$ cat config.mk
export PLATFORM = sky130hd
export DESIGN_NAME = serial_echo_rx
export DESIGN_NICKNAME = d
export VERILOG_FILES = /design/src/rtl/serial_rx_pkg.sv /design/src/rtl/rx_sync.sv /design/src/rtl/rx_framer.sv /design/src/rtl/echo_stage.sv /design/src/rtl/serial_echo_rx.sv
export SDC_FILE = /design/constraint.sdc
export NUM_CORES = 1
export LEC_CHECK = 0
export BUFFER_PORTS_ARGS = -buffer_cell sky130_fd_sc_hd__buf_2
export CORE_MARGIN = 4
export CORE_UTILIZATION = 60
export CTS_BUF_LIST = sky130_fd_sc_hd__clkbuf_8 sky130_fd_sc_hd__clkbuf_16
export CTS_CLUSTER_SIZE = 12
export DETAILED_ROUTE_END_ITERATION = 7
export PLACE_DENSITY = 0.89
export SLEW_MARGIN = 5
export SYNTH_ARGS = -nofsm -noshare
export SYNTH_HDL_FRONTEND = slang
export SYNTH_SLANG_ARGS = --single-unit
$ cat constraint.sdc
create_clock -name clk -period 4.1 [get_ports clk]
set_input_delay 0.615 -clock clk [delete_from_list [all_inputs] [get_ports clk]]
set_output_delay 0.615 -clock clk [all_outputs]
set_load 0.1 [all_outputs]
$ cat src/rtl/serial_rx_pkg.sv
// Shared types and helpers for the serial echo receiver.
// Assumes: no state beyond the declarations here.
package serial_rx_pkg;

    typedef enum logic [2:0] {
        RX_IDLE,
        RX_START,
        RX_DATA,
        RX_STOP,
        RX_WAIT_HIGH
    } rx_state_e;

    // Two-of-three majority
    function automatic logic vote3(input logic a, input logic b, input logic c);
        return (a & b) | (a & c) | (b & c);
    endfunction

endpackage

$ cat src/rtl/rx_sync.sv
// Multi-flop synchronizer for the asynchronous serial input.
// Assumes: the line idles high, so all flops reset to 1.
module rx_sync #(
    parameter int STAGES = 3
) (
    input  logic clk,
    input  logic rst_n,
    input  logic async_in,
    output logic sync_out
);
    logic [STAGES-1:0] chain;

    // shift the pin into the flop chain
    always_ff @(posedge clk) begin
        if (!rst_n) chain <= '1;
        else        chain <= {chain[STAGES-2:0], async_in};
    end

    assign sync_out = chain[STAGES-1];
endmodule

$ cat src/rtl/rx_framer.sv
// Frame receiver: start-edge detection, half-bit confirmation, centre
// sampling with a three-sample vote, LSB-first assembly and a stop check.
// Assumes: line is already synchronized; 2*VOTE_GAP < CLK_PER_BIT/2.
module rx_framer
    import serial_rx_pkg::*;
#(
    parameter int CLK_PER_BIT = 10417,
    parameter int VOTE_GAP    = 4,
    parameter int DATA_W      = 8
) (
    input  logic              clk,
    input  logic              rst_n,
    input  logic              line,
    output logic [DATA_W-1:0] byte_o,
    output logic              valid_o,
    output logic              ferr_o
);
    localparam int HALF  = CLK_PER_BIT / 2;
    localparam int CNT_W = $clog2(CLK_PER_BIT + 1);
    localparam int IDX_W = $clog2(DATA_W + 1);

    rx_state_e          state;
    logic [CNT_W-1:0]   cnt;
    logic [CNT_W-1:0]   target;
    logic [IDX_W-1:0]   bit_idx;
    logic [DATA_W-1:0]  shreg;
    logic               prev_line;
    logic               smp_a, smp_b;
    logic               at_a, at_b, at_dec, vote;

    // decision point: half a bit for the start bit, a full bit afterwards
    always_comb begin
        target = (state == RX_START) ? CNT_W'(HALF - 1) : CNT_W'(CLK_PER_BIT - 1);
        at_a   = (cnt == target - CNT_W'(2 * VOTE_GAP));
        at_b   = (cnt == target - CNT_W'(VOTE_GAP));
        at_dec = (cnt == target);
        vote   = vote3(smp_a, smp_b, line);
    end

    // frame sequencing, sampling and output strobes
    always_ff @(posedge clk) begin
        if (!rst_n) begin
            state     <= RX_IDLE;
            cnt       <= '0;
            bit_idx   <= '0;
            shreg     <= '0;
            byte_o    <= '0;
            prev_line <= 1'b1;
            smp_a     <= 1'b1;
            smp_b     <= 1'b1;
            valid_o   <= 1'b0;
            ferr_o    <= 1'b0;
        end else begin
            prev_line <= line;
            valid_o   <= 1'b0;
            ferr_o    <= 1'b0;
            if (at_a) smp_a <= line;
            if (at_b) smp_b <= line;
            case (state)
                RX_IDLE: begin
                    cnt <= '0;
                    if (prev_line && !line) state <= RX_START;
                end
                RX_START: begin
                    if (at_dec) begin
                        cnt     <= '0;
                        bit_idx <= '0;
                        state   <= vote ? RX_IDLE : RX_DATA;
                    end else begin
                        cnt <= cnt + 1'b1;
                    end
                end
                RX_DATA: begin
                    if (at_dec) begin
                        cnt   <= '0;
                        shreg <= {vote, shreg[DATA_W-1:1]};
                        if (bit_idx == IDX_W'(DATA_W - 1)) state <= RX_STOP;
                        else bit_idx <= bit_idx + 1'b1;
                    end else begin
                        cnt <= cnt + 1'b1;
                    end
                end
                RX_STOP: begin
                    if (at_dec) begin
                        cnt <= '0;
                        if (vote) begin
                            byte_o  <= shreg;
                            valid_o <= 1'b1;
                            state   <= RX_IDLE;
                        end else begin
                            ferr_o <= 1'b1;
                            state  <= RX_WAIT_HIGH;
                        end
                    end else begin
                        cnt <= cnt + 1'b1;
                    end
                end
                RX_WAIT_HIGH: begin
                    cnt <= '0;
                    if (line) state <= RX_IDLE;
                end
                default: state <= RX_IDLE;
            endcase
        end
    end
endmodule

$ cat src/rtl/echo_stage.sv
// One-byte echo slot: adds a constant to each received byte and offers it
// with a request held until acknowledged; a byte arriving into a full slot
// is dropped and flagged.
// Assumes: in_valid is a single-cycle strobe.
module echo_stage #(
    parameter int DATA_W = 8,
    parameter int OFFSET = 2
) (
    input  logic              clk,
    input  logic              rst_n,
    input  logic [DATA_W-1:0] in_byte,
    input  logic              in_valid,
    input  logic              ack,
    output logic [DATA_W-1:0] out_byte,
    output logic              req,
    output logic              overrun
);
    // slot fill, drain and overrun detection
    always_ff @(posedge clk) begin
        if (!rst_n) begin
            out_byte <= '0;
            req      <= 1'b0;
            overrun  <= 1'b0;
        end else begin
            overrun <= 1'b0;
            if (req && ack) req <= 1'b0;
            if (in_valid) begin
                if (req && !ack) begin
                    overrun <= 1'b1;
                end else begin
                    req      <= 1'b1;
                    out_byte <= in_byte + DATA_W'(OFFSET);
                end
            end
        end
    end
endmodule

$ cat src/rtl/serial_echo_rx.sv
// Top: synchronizer, frame receiver and echo slot in series.
// Assumes: rx_pin idles high; tx_ack is synchronous to clk.
module serial_echo_rx #(
    parameter int CLK_PER_BIT = 10417,
    parameter int VOTE_GAP    = 4,
    parameter int SYNC_STAGES = 3,
    parameter int DATA_W      = 8,
    parameter int OFFSET      = 2
) (
    input  logic              clk,
    input  logic              rst_n,
    input  logic              rx_pin,
    output logic [DATA_W-1:0] rx_byte,
    output logic              rx_valid,
    output logic              rx_frame_err,
    output logic [DATA_W-1:0] tx_data,
    output logic              tx_req,
    input  logic              tx_ack,
    output logic              tx_overrun
);
    logic line_s;

    rx_sync #(.STAGES(SYNC_STAGES)) u_sync (
        .clk      (clk),
        .rst_n    (rst_n),
        .async_in (rx_pin),
        .sync_out (line_s)
    );

    rx_framer #(
        .CLK_PER_BIT (CLK_PER_BIT),
        .VOTE_GAP    (VOTE_GAP),
        .DATA_W      (DATA_W)
    ) u_framer (
        .clk     (clk),
        .rst_n   (rst_n),
        .line    (line_s),
        .byte_o  (rx_byte),
        .valid_o (rx_valid),
        .ferr_o  (rx_frame_err)
    );

    echo_stage #(.DATA_W(DATA_W), .OFFSET(OFFSET)) u_echo (
        .clk      (clk),
        .rst_n    (rst_n),
        .in_byte  (rx_byte),
        .in_valid (rx_valid),
        .ack      (tx_ack),
        .out_byte (tx_data),
        .req      (tx_req),
        .overrun  (tx_overrun)
    );
endmodule

==> results of run 1 <==
## stage by stage
| stage | cells | power, mW | cell area (sq um) | hold WS, ns | util, % |
|---|---|---|---|---|---|
| final | 342 | 0.893 | 2780 | 0.423 | 68.5 |
| after detailed placement | 334 | 0.588 | 2680 | 0.417 | 66.0 |
| after floorplan | 274 | 0.581 | 2550 | 0.386 | - |
| after CTS | 342 | 0.900 | 2780 | 0.433 | 68.5 |
| after global routing | 342 | 0.926 | 2780 | 0.432 | 68.5 |
| after global placement | 334 | 0.587 | 2680 | 0.389 | 66.0 |
## state kept, by name, summed over array words and instances (netlist names)
register and cells:
u_framer.cnt 14, u_echo.out_byte 8, u_framer.byte_o 8, u_framer.shreg 8, u_framer.bit_idx 4, u_framer.state 3
u_sync.chain 3, u_echo.overrun 1, u_echo.req 1, u_framer.ferr_o 1, u_framer.prev_line 1, u_framer.smp_a 1
u_framer.smp_b 1, u_framer.valid_o 1
## worst paths after layout
check	end	startpoint	depth (start not counted)
min	u_sync.chain[2]$_SDFF_PN1_	u_sync.chain[1]$_SDFF_PN1_	1
min reg2reg	u_sync.chain[2]$_SDFF_PN1_	u_sync.chain[1]$_SDFF_PN1_	1
max reg2reg	u_framer.shreg[5]$_SDFFE_PN0P_	u_framer.state[2]$_SDFFE_PN0P_	5
max	u_framer.shreg[5]$_SDFFE_PN0P_	u_framer.state[2]$_SDFFE_PN0P_	5
## cells by family after synthesis
group / share of synthesized area [%]
multiplexers: 8.68
buffers and inverters: 2.60
AND/OR/NAND/NOR: 28.6
XOR/XNOR: 5.84
flip-flops: 43.2
AO/OA/AOI/OAI: 9.27
adder cells (fa/ha/maj): 1.86
## power by group
group,internal (mW),total (mW),switching [mW]
registers,0.537,0.543,0.00567
clock network,0.129,0.316,0.188
logic,0.0128,0.0334,0.0207
## routing by layer
| metal | track usage, % | wire length [um] | vias up |
|---|---|---|---|
| met5 | 0 | 0 | - |
| met3 | 4.41 | 176 | 9 |
| met4 | 6.35 | 76 | 0 |
| li1 | - | - | 1004 |
| met2 | 32.0 | 2400 | 30 |
| met1 | 28.7 | 2390 | 968 |
## cell type report
class,count,area [sq um],share of cell area [%]
Clock buffer,5,68.8,2.48
Clock inverter,3,33.8,1.22
Inverter,4,15.0,0.540
Multi-Input combinational cell,202,1380,49.8
Sequential cell,55,1100,39.6
Tap cell,50,62.6,2.25
Timing Repair Buffer,23,115,4.14
## cells in the final DEF, fill, tap and decap left out, drive strengths merged
cell,Yosys,final
xor2,9,9
o211ai,2,2
nand3b,4,4
nand2b,8,8
nand2,40,40
ha,3,3
o211a,7,7
o31ai,4,4
clkinv,0,2
xnor2,8,8
and3b,1,1
mux2,1,1
mux2i,21,21
nor4,2,2
a41oi,1,1
nand4b,1,1
o21ai,8,8
or4,5,5
a31oi,1,1
buf,2,23
and4b,1,1
inv,4,5
and3,4,4
nor2,17,17
nor4b,4,4
o21a,1,1
nor2b,8,8
clkbuf,11,5
and2,2,2
or3,1,1
nor4bb,3,3
nor3,8,8
nand3,9,9
nand4,6,6
and4,3,3
nor3b,1,1
maj3,1,1
dfxtp,55,55
a21oi,7,7
==> qor.txt, run 1 <==
======================================================================================
Result of the run                                                         finished, final reports clean
Kind of critical path                                                       reg -> reg
Critical-path top delay cell                                                   dfxtp_1
Leading area contributor after synthesis                                       dfxtp_1
Floorplan die height                                                           73.2 um
Post-placement worst setup slack                                               1.73 ns
Slowest cell delay on critical path                                            0.54 ns
Maximum resistive drop on vdd                                                 0.284 mV
TritonCTS clock tree                                                              done
Sum of routed wire length over all layers                                      5050 um
Level count of the clock H-tree                                                      2
Post-CTS Setup Inserts                                                               0
RSZ-0062 raised after global routing                                                no
WL per Instance                                                                14.8 um
Post-synthesis sequential element count                                             55
Pwr dens                                                                   321 nW/um^2
Syn avg cell area                                                           9.31 sq um
Mapped Nets                                                                        281
I/O pin total                                                                       24
Leakage power figure                                                           1.05 nW
Pre-antenna DRT Iters                                                                4
Fill cells                                                                         307
Final count of negative-setup-slack endpoints                                        0
Syn Inst Count                                                                     274
Top achievable clock speed                                                   0.418 GHz
Cell variety after synth                                                            45
RePlAce Congestion                                                               0.907
Max clock buf depth                                                                  2
Class of the tightest hold or removal check                                 reg -> reg
Mapped Area                                                                 2550 sq um
Register area share after synthesis                                              43.2%
Worst setup skew after layout                                                0.0122 ns
Chip Width                                                                     73.2 um
CORE AREA                                                                   4060 sq um
Antenna fix cells                                                                    0
Most used standard cells in the synthesized netlist                       55 x dfxtp_1, 40 x nand2_1, 21 x mux2i_1
Overall via count from detail_route                                               2011
CTS Root Cell                                                                 clkbuf_8
Total CTS buffers                                                                    5
Clk Latency, worst-skew pair                                                   0.31 ns
Final WS setup                                                                 1.71 ns
Clock slew at the register clock pins of the worst setup and hold paths        0.11 ns
Starting DRT DRC Count                                                             146
Final count of pins violating max slew                                               0
Element type at the critical path start                                       register
Pin slew with the least headroom to its limit                                 0.928 ns
Buffers & Inverters on Critical Path                                                 0
First-pass GRT wire length                                                     8720 um
HPWL reported at the end of detailed placement                                 3550 um
Area added between synthesis and finish                                          8.98%
Reg-to-reg setup timing slack                                                  1.71 ns
Clock period minus final worst setup slack                                     2.39 ns
Endpoint type of the worst setup path                                         register
Maximum number of pins on one net before global-route repair                        46
Overall fraction of global-route tracks in use                                   20.6%
CTS Sinks                                                                           55
Share of synthesized flip-flops with an asynchronous set or reset                   0%
Aggregate negative setup slack                                                    0 ns
Area enclosed by the die boundary                                           5360 sq um
Average vias per placed instance                                                  5.88
Layout cell share with drive strength beyond 1                                   13.7%
Count of nets after finishing                                                      298
Initial cell density of the core                                                 62.9%
Headroom to the max-slew limit                                                   38.0%
Number of global-route vias before repair                                         1879
DRC                                                                                  0
Data arrival, critical path                                                    2.64 ns
Main area contributors after synthesis                                    dfxtp_1 43%, mux2i_1 8.2%, nand2_1 5.9%
Count of flip-flops with a built-in enable after synthesis                           0
Count of antenna-violating nets left after detailed routing                          0
Ratio of final minimum period to clock period                                    58.4%
Antenna violations before repair                                                     0
Highest fanout seen on the critical path                                            19
Yosys top cell area share                                                        43.2%
Number of maximum-capacitance violations                                             0
Crit path max-delay family                                                simple AND/OR/NAND/NOR gates
Predominant post-synthesis flop cell                                           dfxtp_1
Hold buffers post-CTS                                                                0
Count of input and output buffers                                                   23
Post-CTS resize count                                                                0
Number of warnings reported in the yosys synthesis log                               0
Row cnt                                                                             23
Cell Chain, Critical Path                                                 nor3b_2, and4b_1, a31oi_2, nor3_4, mux2i_1
Total gr overflow                                                                    0
Most frequent cell after synthesis                                             dfxtp_1
Critical Path RT                                                               4.35 ns
Final hold violation count                                                           0
======================================================================================
(Power assumes the default switching activity.)
==> inputs of run 2 (changes only) <==
CORE_UTILIZATION = 58   (was 60)
PLACE_DENSITY = 0.86   (was 0.89)
clock period = 2.49 ns   (was 4.1 ns; I/O delays follow)
==> run 2 against run 1 <==
- register-to-register slack got worse by 1.4 ns
- fmax increased by 7.8%
- highest routed layer unchanged
- via count increased by 1.8%
- critical endpoint is now u_framer.shreg[4]$_SDFFE_PN0P_
- cell area increased by 1.5%
- hold slack got worse by 0.18 ns
- die area increased by 3.1%
==> qor.txt, run 2 (synthesis results as in run 1) <==
======================================================================================
Kind of critical path                                                       reg -> reg
Sum of routed wire length over all layers                                      5040 um
Layout cell share with drive strength beyond 1                                   15.4%
Ratio of final minimum period to clock period                                    89.2%
Worst-case hold path end point                                            u_sync.chain[0]$_SDFF_PN1_
I/O pin total                                                                       24
First-pass GRT wire length                                                     8770 um
Share of power burned in combinational logic                                      4.4%
HPWL reported at the end of detailed placement                                 3710 um
Area enclosed by the die boundary                                           5520 sq um
Post-CTS Setup Inserts                                                               0
Fill cells                                                                         312
Total internal power                                                           1.14 mW
Pwr dens                                                                   525 nW/um^2
Area added between synthesis and finish                                          10.6%
CTS Root Cell                                                                 clkbuf_8
CORE AREA                                                                   4120 sq um
Worst setup skew after layout                                               0.00989 ns
Endpoint type of the worst setup path                                         register
Post-CTS resize count                                                                0
Hold buffers post-CTS                                                                0
Capturing point of the worst reg2reg path                                 u_framer.shreg[4]$_SDFFE_PN0P_
Average vias per placed instance                                                  5.88
Worst hold path depth                                                                2
Antenna fix cells                                                                    0
Reg-to-reg setup timing slack                                                  0.27 ns
Post-layout total power                                                        1.48 mW
Starting DRT DRC Count                                                             164
Most frequent standard cell in the layout excluding fill and tap cells         dfxtp_1
Sequential fraction of design power                                              60.0%
Worst Hold Launch                                                               rx_pin
Origin of the critical flop-to-flop path                                  u_framer.cnt[0]$_SDFFE_PN0P_
Chip Width                                                                     74.3 um
Final WS setup                                                                0.268 ns
RePlAce Congestion                                                               0.858
Critical Path RT                                                               2.73 ns
Flip-flop count of the largest register, all copies and words added                 14
Clock slew at the register clock pins of the worst setup and hold paths        0.10 ns
Clock period minus final worst setup slack                                     2.22 ns
Result of the run                                                         finished, final reports clean
Max clock buf depth                                                                  2
Share of power burned in the clock network                                       35.6%
Overall fraction of global-route tracks in use                                   20.4%
Final count of negative-setup-slack endpoints                                        0
Element type at the critical path start                                       register
Final count of pins violating max slew                                               0
Pin slew with the least headroom to its limit                                 0.978 ns
Row cnt                                                                             23
Total gr overflow                                                                    0
Post-Layout Cell Count                                                             348
Count of nets after finishing                                                      304
Final hold violation count                                                           0
Number of maximum-capacitance violations                                             0
Aggregate negative setup slack                                                    0 ns
WL per Instance                                                                14.5 um
Initial cell density of the core                                                 62.0%
TritonCTS clock tree                                                              done
Count of input and output buffers                                                   23
Count of cells along the worst register-to-register path                             5
Top reg by flops                                                          u_framer.cnt
CTS Sinks                                                                           55
Leakage power figure                                                           1.08 nW
Fin util                                                                         68.6%
Number of global-route vias before repair                                         1862
Placed cell count                                                                  340
Switching share of power                                                         22.9%
Clk Latency, worst-skew pair                                                   0.31 ns
Maximum resistive drop on vdd                                                 0.344 mV
Top achievable clock speed                                                   0.450 GHz
Commonest non-fill, non-tap cells in the layout                           55 x dfxtp_1, 40 x nand2_1, 23 x buf_2
Floorplan die height                                                           74.3 um
Overall via count from detail_route                                               2047
Count of antenna-violating nets left after detailed routing                          0
DRC                                                                                  0
Net load switching power                                                      0.338 mW
Pre-antenna DRT Iters                                                                5
Data arrival, critical path                                                    2.46 ns
Maximum number of pins on one net before global-route repair                        42
RSZ-0062 raised after global routing                                                no
Total CTS buffers                                                                    5
Class of the tightest hold or removal check                                  in -> reg
Highest fanout seen on the critical path                                             8
Post-placement worst setup slack                                              0.282 ns
Antenna violations before repair                                                     0
Level count of the clock H-tree                                                      2
Headroom to the max-slew limit                                                   34.7%
======================================================================================
-- run 2: worst max-delay path by stage --
stage                                        from                        endpoint  slack, ns  cells after the start
floorplan            u_framer.cnt[0]$_SDFFE_PN0P_  u_framer.shreg[0]$_SDFFE_PN0P_       0.46                      5
global placement    u_framer.cnt[12]$_SDFFE_PN0P_  u_framer.shreg[1]$_SDFFE_PN0P_       0.37                      5
detailed placement   u_framer.cnt[0]$_SDFFE_PN0P_  u_framer.shreg[4]$_SDFFE_PN0P_       0.28                      5
CTS                  u_framer.cnt[0]$_SDFFE_PN0P_  u_framer.shreg[4]$_SDFFE_PN0P_       0.27                      5
global route         u_framer.cnt[8]$_SDFFE_PN0P_  u_framer.shreg[4]$_SDFFE_PN0P_       0.15                      5
finish               u_framer.cnt[0]$_SDFFE_PN0P_  u_framer.shreg[4]$_SDFFE_PN0P_       0.27                      5
-- run 2: cell type report --
cell class | instances | area [sq um] | share of cell area [%]
clock buffer | 6 | 82.6 | 2.93
clock inverter | 2 | 17.5 | 0.621
inverter | 4 | 15.0 | 0.532
multi-input combinational | 202 | 1380 | 49.0
sequential | 55 | 1100 | 39.0
tap | 50 | 62.6 | 2.22
timing repair buffer | 29 | 160 | 5.67
-- run 2: through the flow --
step / instance area, sq um / hold slack [ns]
4_1_cts: 2820 / 0.241
3_5_place_dp: 2720 / 0.398
3_3_place_gp: 2720 / 0.389
6_report: 2820 / 0.244
5_1_grt: 2820 / 0.248
2_1_floorplan: 2550 / 0.386
-- run 2: per-layer routing --
metal | vias up | GRT usage (%) | wire length (um)
li1 | 1013 | - | -
met1 | 976 | 27.9 | 2320
met2 | 54 | 31.5 | 2390
met3 | 4 | 5.81 | 278
met4 | 0 | 6.13 | 45
met5 | - | 0 | 0
-- run 2: critical path, stage by stage (launching register included) --
cell	delay [ns]
dfxtp_1	0.38
or4_4	0.54
nor4b_4	0.30
a31oi_2	0.16
nor3_4	0.51
mux2i_1	0.25
-- run 2: power groups by stage --
stage | clock network (mW) | registers [mW] | logic [mW]
5_1_grt | 0.578 | 0.890 | 0.0726
3_5_place_dp | 0 | 0.909 | 0.0643
6_report | 0.527 | 0.889 | 0.0650
2_1_floorplan | 0 | 0.908 | 0.0495
3_3_place_gp | 0 | 0.908 | 0.0641
4_1_cts | 0.541 | 0.888 | 0.0647
==> inputs of run 3 (changes only) <==
BUFFER_PORTS_ARGS = default   (was -buffer_cell sky130_fd_sc_hd__buf_2)
CORE_UTILIZATION = 60   (was 58)
CTS_BUF_LIST = default   (was sky130_fd_sc_hd__clkbuf_8 sky130_fd_sc_hd__clkbuf_16)
DONT_BUFFER_PORTS = 1   (was default)
PLACE_DENSITY = 0.84   (was 0.86)
==> run 3 against run 2 <==
- fmax is 3.5% lower
- sequential share of layout area down 0.53 points
- clock skew decreased by 0.0011 ns
- combinational power decreased by 17%
- flip-flop and latch count unchanged
- clock-buffer cell count decreased by 1
- wire length increased by 0.46%
- sequential power hardly changed
- first-iteration DRC count decreased by 10%
- setup slack got worse by 0.081 ns
- core utilization rose by 1.9 points
- critical path type unchanged
- highest routed layer unchanged
==> qor.txt, run 3 (synthesis results as in run 1) <==
======================================================================================
Final count of pins violating max slew                                               0
RePlAce Congestion                                                               0.863
Area added between synthesis and finish                                          12.2%
Final count of negative-setup-slack endpoints                                        0
Final WS setup                                                                0.187 ns
Ratio of final minimum period to clock period                                    92.5%
Total internal power                                                           1.22 mW
Net load switching power                                                      0.339 mW
Met2 routed wirelength                                                         2490 um
Aggregate negative setup slack                                                    0 ns
Critical-path top delay cell                                                    nor3_4
Total gr overflow                                                                    0
Data arrival, critical path                                                    2.54 ns
Class of the tightest hold or removal check                                  in -> reg
Number of global-route vias before repair                                         1875
I/O pin total                                                                       24
HPWL reported at the end of detailed placement                                 3660 um
Overall via count from detail_route                                               2013
Top reg by flops                                                          u_framer.cnt
Slowest cell delay on critical path                                            0.53 ns
Wire length on met3                                                             225 um
Kind of critical path                                                       reg -> reg
CORE AREA                                                                   4060 sq um
Pin slew with the least headroom to its limit                                 0.969 ns
Post-CTS Setup Inserts                                                               0
Element type at the critical path start                                       register
Highest Signal Layer                                                              met4
Number of maximum-capacitance violations                                             0
Clock slew at the register clock pins of the worst setup and hold paths        0.10 ns
Pre-antenna DRT Iters                                                                4
Commonest non-fill, non-tap cells in the layout                           55 x dfxtp_1, 40 x nand2_1, 24 x buf_4
Antenna fix cells                                                                    0
Average vias per placed instance                                                  5.87
Cell Chain, Critical Path                                                 nor4b_1, nor4b_4, a31oi_2, nor3_4, mux2i_1
Layout cell share with drive strength beyond 1                                   14.0%
WL per Instance                                                                14.7 um
Pwr dens                                                                   544 nW/um^2
Headroom to the max-slew limit                                                   35.3%
RSZ-0062 raised after global routing                                                no
Leakage power figure                                                           1.07 nW
Count of nets after finishing                                                      299
Initial cell density of the core                                                 62.9%
TritonCTS clock tree                                                              done
Starting DRT DRC Count                                                             147
Hold buffers post-CTS                                                                0
First-pass GRT wire length                                                     8720 um
Count of input and output buffers                                                    0
Result of the run                                                         finished, final reports clean
Row cnt                                                                             23
Sequential fraction of design power                                              57.1%
Share of power burned in combinational logic                                      3.4%
Switching share of power                                                         21.7%
Maximum resistive drop on vdd                                                 0.528 mV
Met1 Wirelength                                                                2310 um
Level count of the clock H-tree                                                      2
Chip Width                                                                     73.2 um
Clk Latency, worst-skew pair                                                   0.31 ns
Endpoint type of the worst setup path                                         register
CTS Root Cell                                                                 clkbuf_8
Worst setup skew after layout                                               0.00875 ns
Share of power burned in the clock network                                       39.5%
Critical Path RT                                                               2.73 ns
CTS Sinks                                                                           55
Most frequent standard cell in the layout excluding fill and tap cells         dfxtp_1
DRC                                                                                  0
Post-placement worst setup slack                                              0.258 ns
Max clock buf depth                                                                  2
Final hold violation count                                                           0
Flip-flop count of the largest register, all copies and words added                 14
Top achievable clock speed                                                   0.434 GHz
Antenna violations before repair                                                     0
Overall fraction of global-route tracks in use                                   20.7%
Floorplan die height                                                           73.2 um
Count of antenna-violating nets left after detailed routing                          0
Total CTS buffers                                                                    5
Maximum number of pins on one net before global-route repair                        46
Post-CTS resize count                                                                0
Highest fanout seen on the critical path                                             8
Clock period minus final worst setup slack                                     2.30 ns
Area enclosed by the die boundary                                           5360 sq um
Sum of routed wire length over all layers                                      5060 um
======================================================================================
[run 3: final timing paths]
| check | slack [ns] | from | depth (start not counted) | end |
|---|---|---|---|---|
| max | 0.19 | u_framer.cnt[8]$_SDFFE_PN0P_ | 5 | u_framer.shreg[2]$_SDFFE_PN0P_ |
| min | 0.13 | rst_n | 1 | u_framer.smp_a$_SDFFE_PN1N_ |
| max reg2reg | 0.19 | u_framer.cnt[8]$_SDFFE_PN0P_ | 5 | u_framer.shreg[2]$_SDFFE_PN0P_ |
| min reg2reg | 0.42 | u_sync.chain[0]$_SDFF_PN1_ | 1 | u_sync.chain[1]$_SDFF_PN1_ |
[run 3: power by group through the flow]
stage / sequential, mW / combinational, mW / clock [mW]
final: 0.888 / 0.0537 / 0.615
after global routing: 0.890 / 0.0600 / 0.663
after CTS: 0.888 / 0.0531 / 0.626
after detailed placement: 0.909 / 0.0527 / 0
after global placement: 0.908 / 0.0515 / 0
after floorplan: 0.908 / 0.0495 / 0
[run 3: layout make-up]
cell class	count	area [sq um]
Clock buffer	5	68.8
Inverter	4	15.0
Timing Repair Buffer	24	180
Fill cell	304	1200
Tap cell	50	62.6
Sequential cell	55	1100
Clock inverter	3	50.0
Multi-Input combinational cell	202	1380
[run 3: critical path: cells and delay by family, from the launching register on]
kind | cells | cell delay (ns)
muxes | 1 | 0.26
AOI/OAI and AO/OA | 1 | 0.17
and+or+nand+nor | 3 | 1.42
DFF | 1 | 0.39
[run 3: through the flow]
step	util (%)	instances	total power, mW	hold slack (ns)	instance area (sq um)
CTS	70.5	343	1.57	0.118	2860
global route	70.5	343	1.61	0.118	2860
global placement	67.6	335	0.960	0.392	2740
detailed placement	67.6	335	0.962	0.400	2740
finish	70.5	343	1.56	0.133	2860
floorplan	-	274	0.957	0.386	2550
[run 3: layer usage]
layer	vias up	track usage [%]
met4	0	7.79
met2	53	34.2
met5	-	0
li1	1002	-
met3	2	4.27
met1	956	26.6
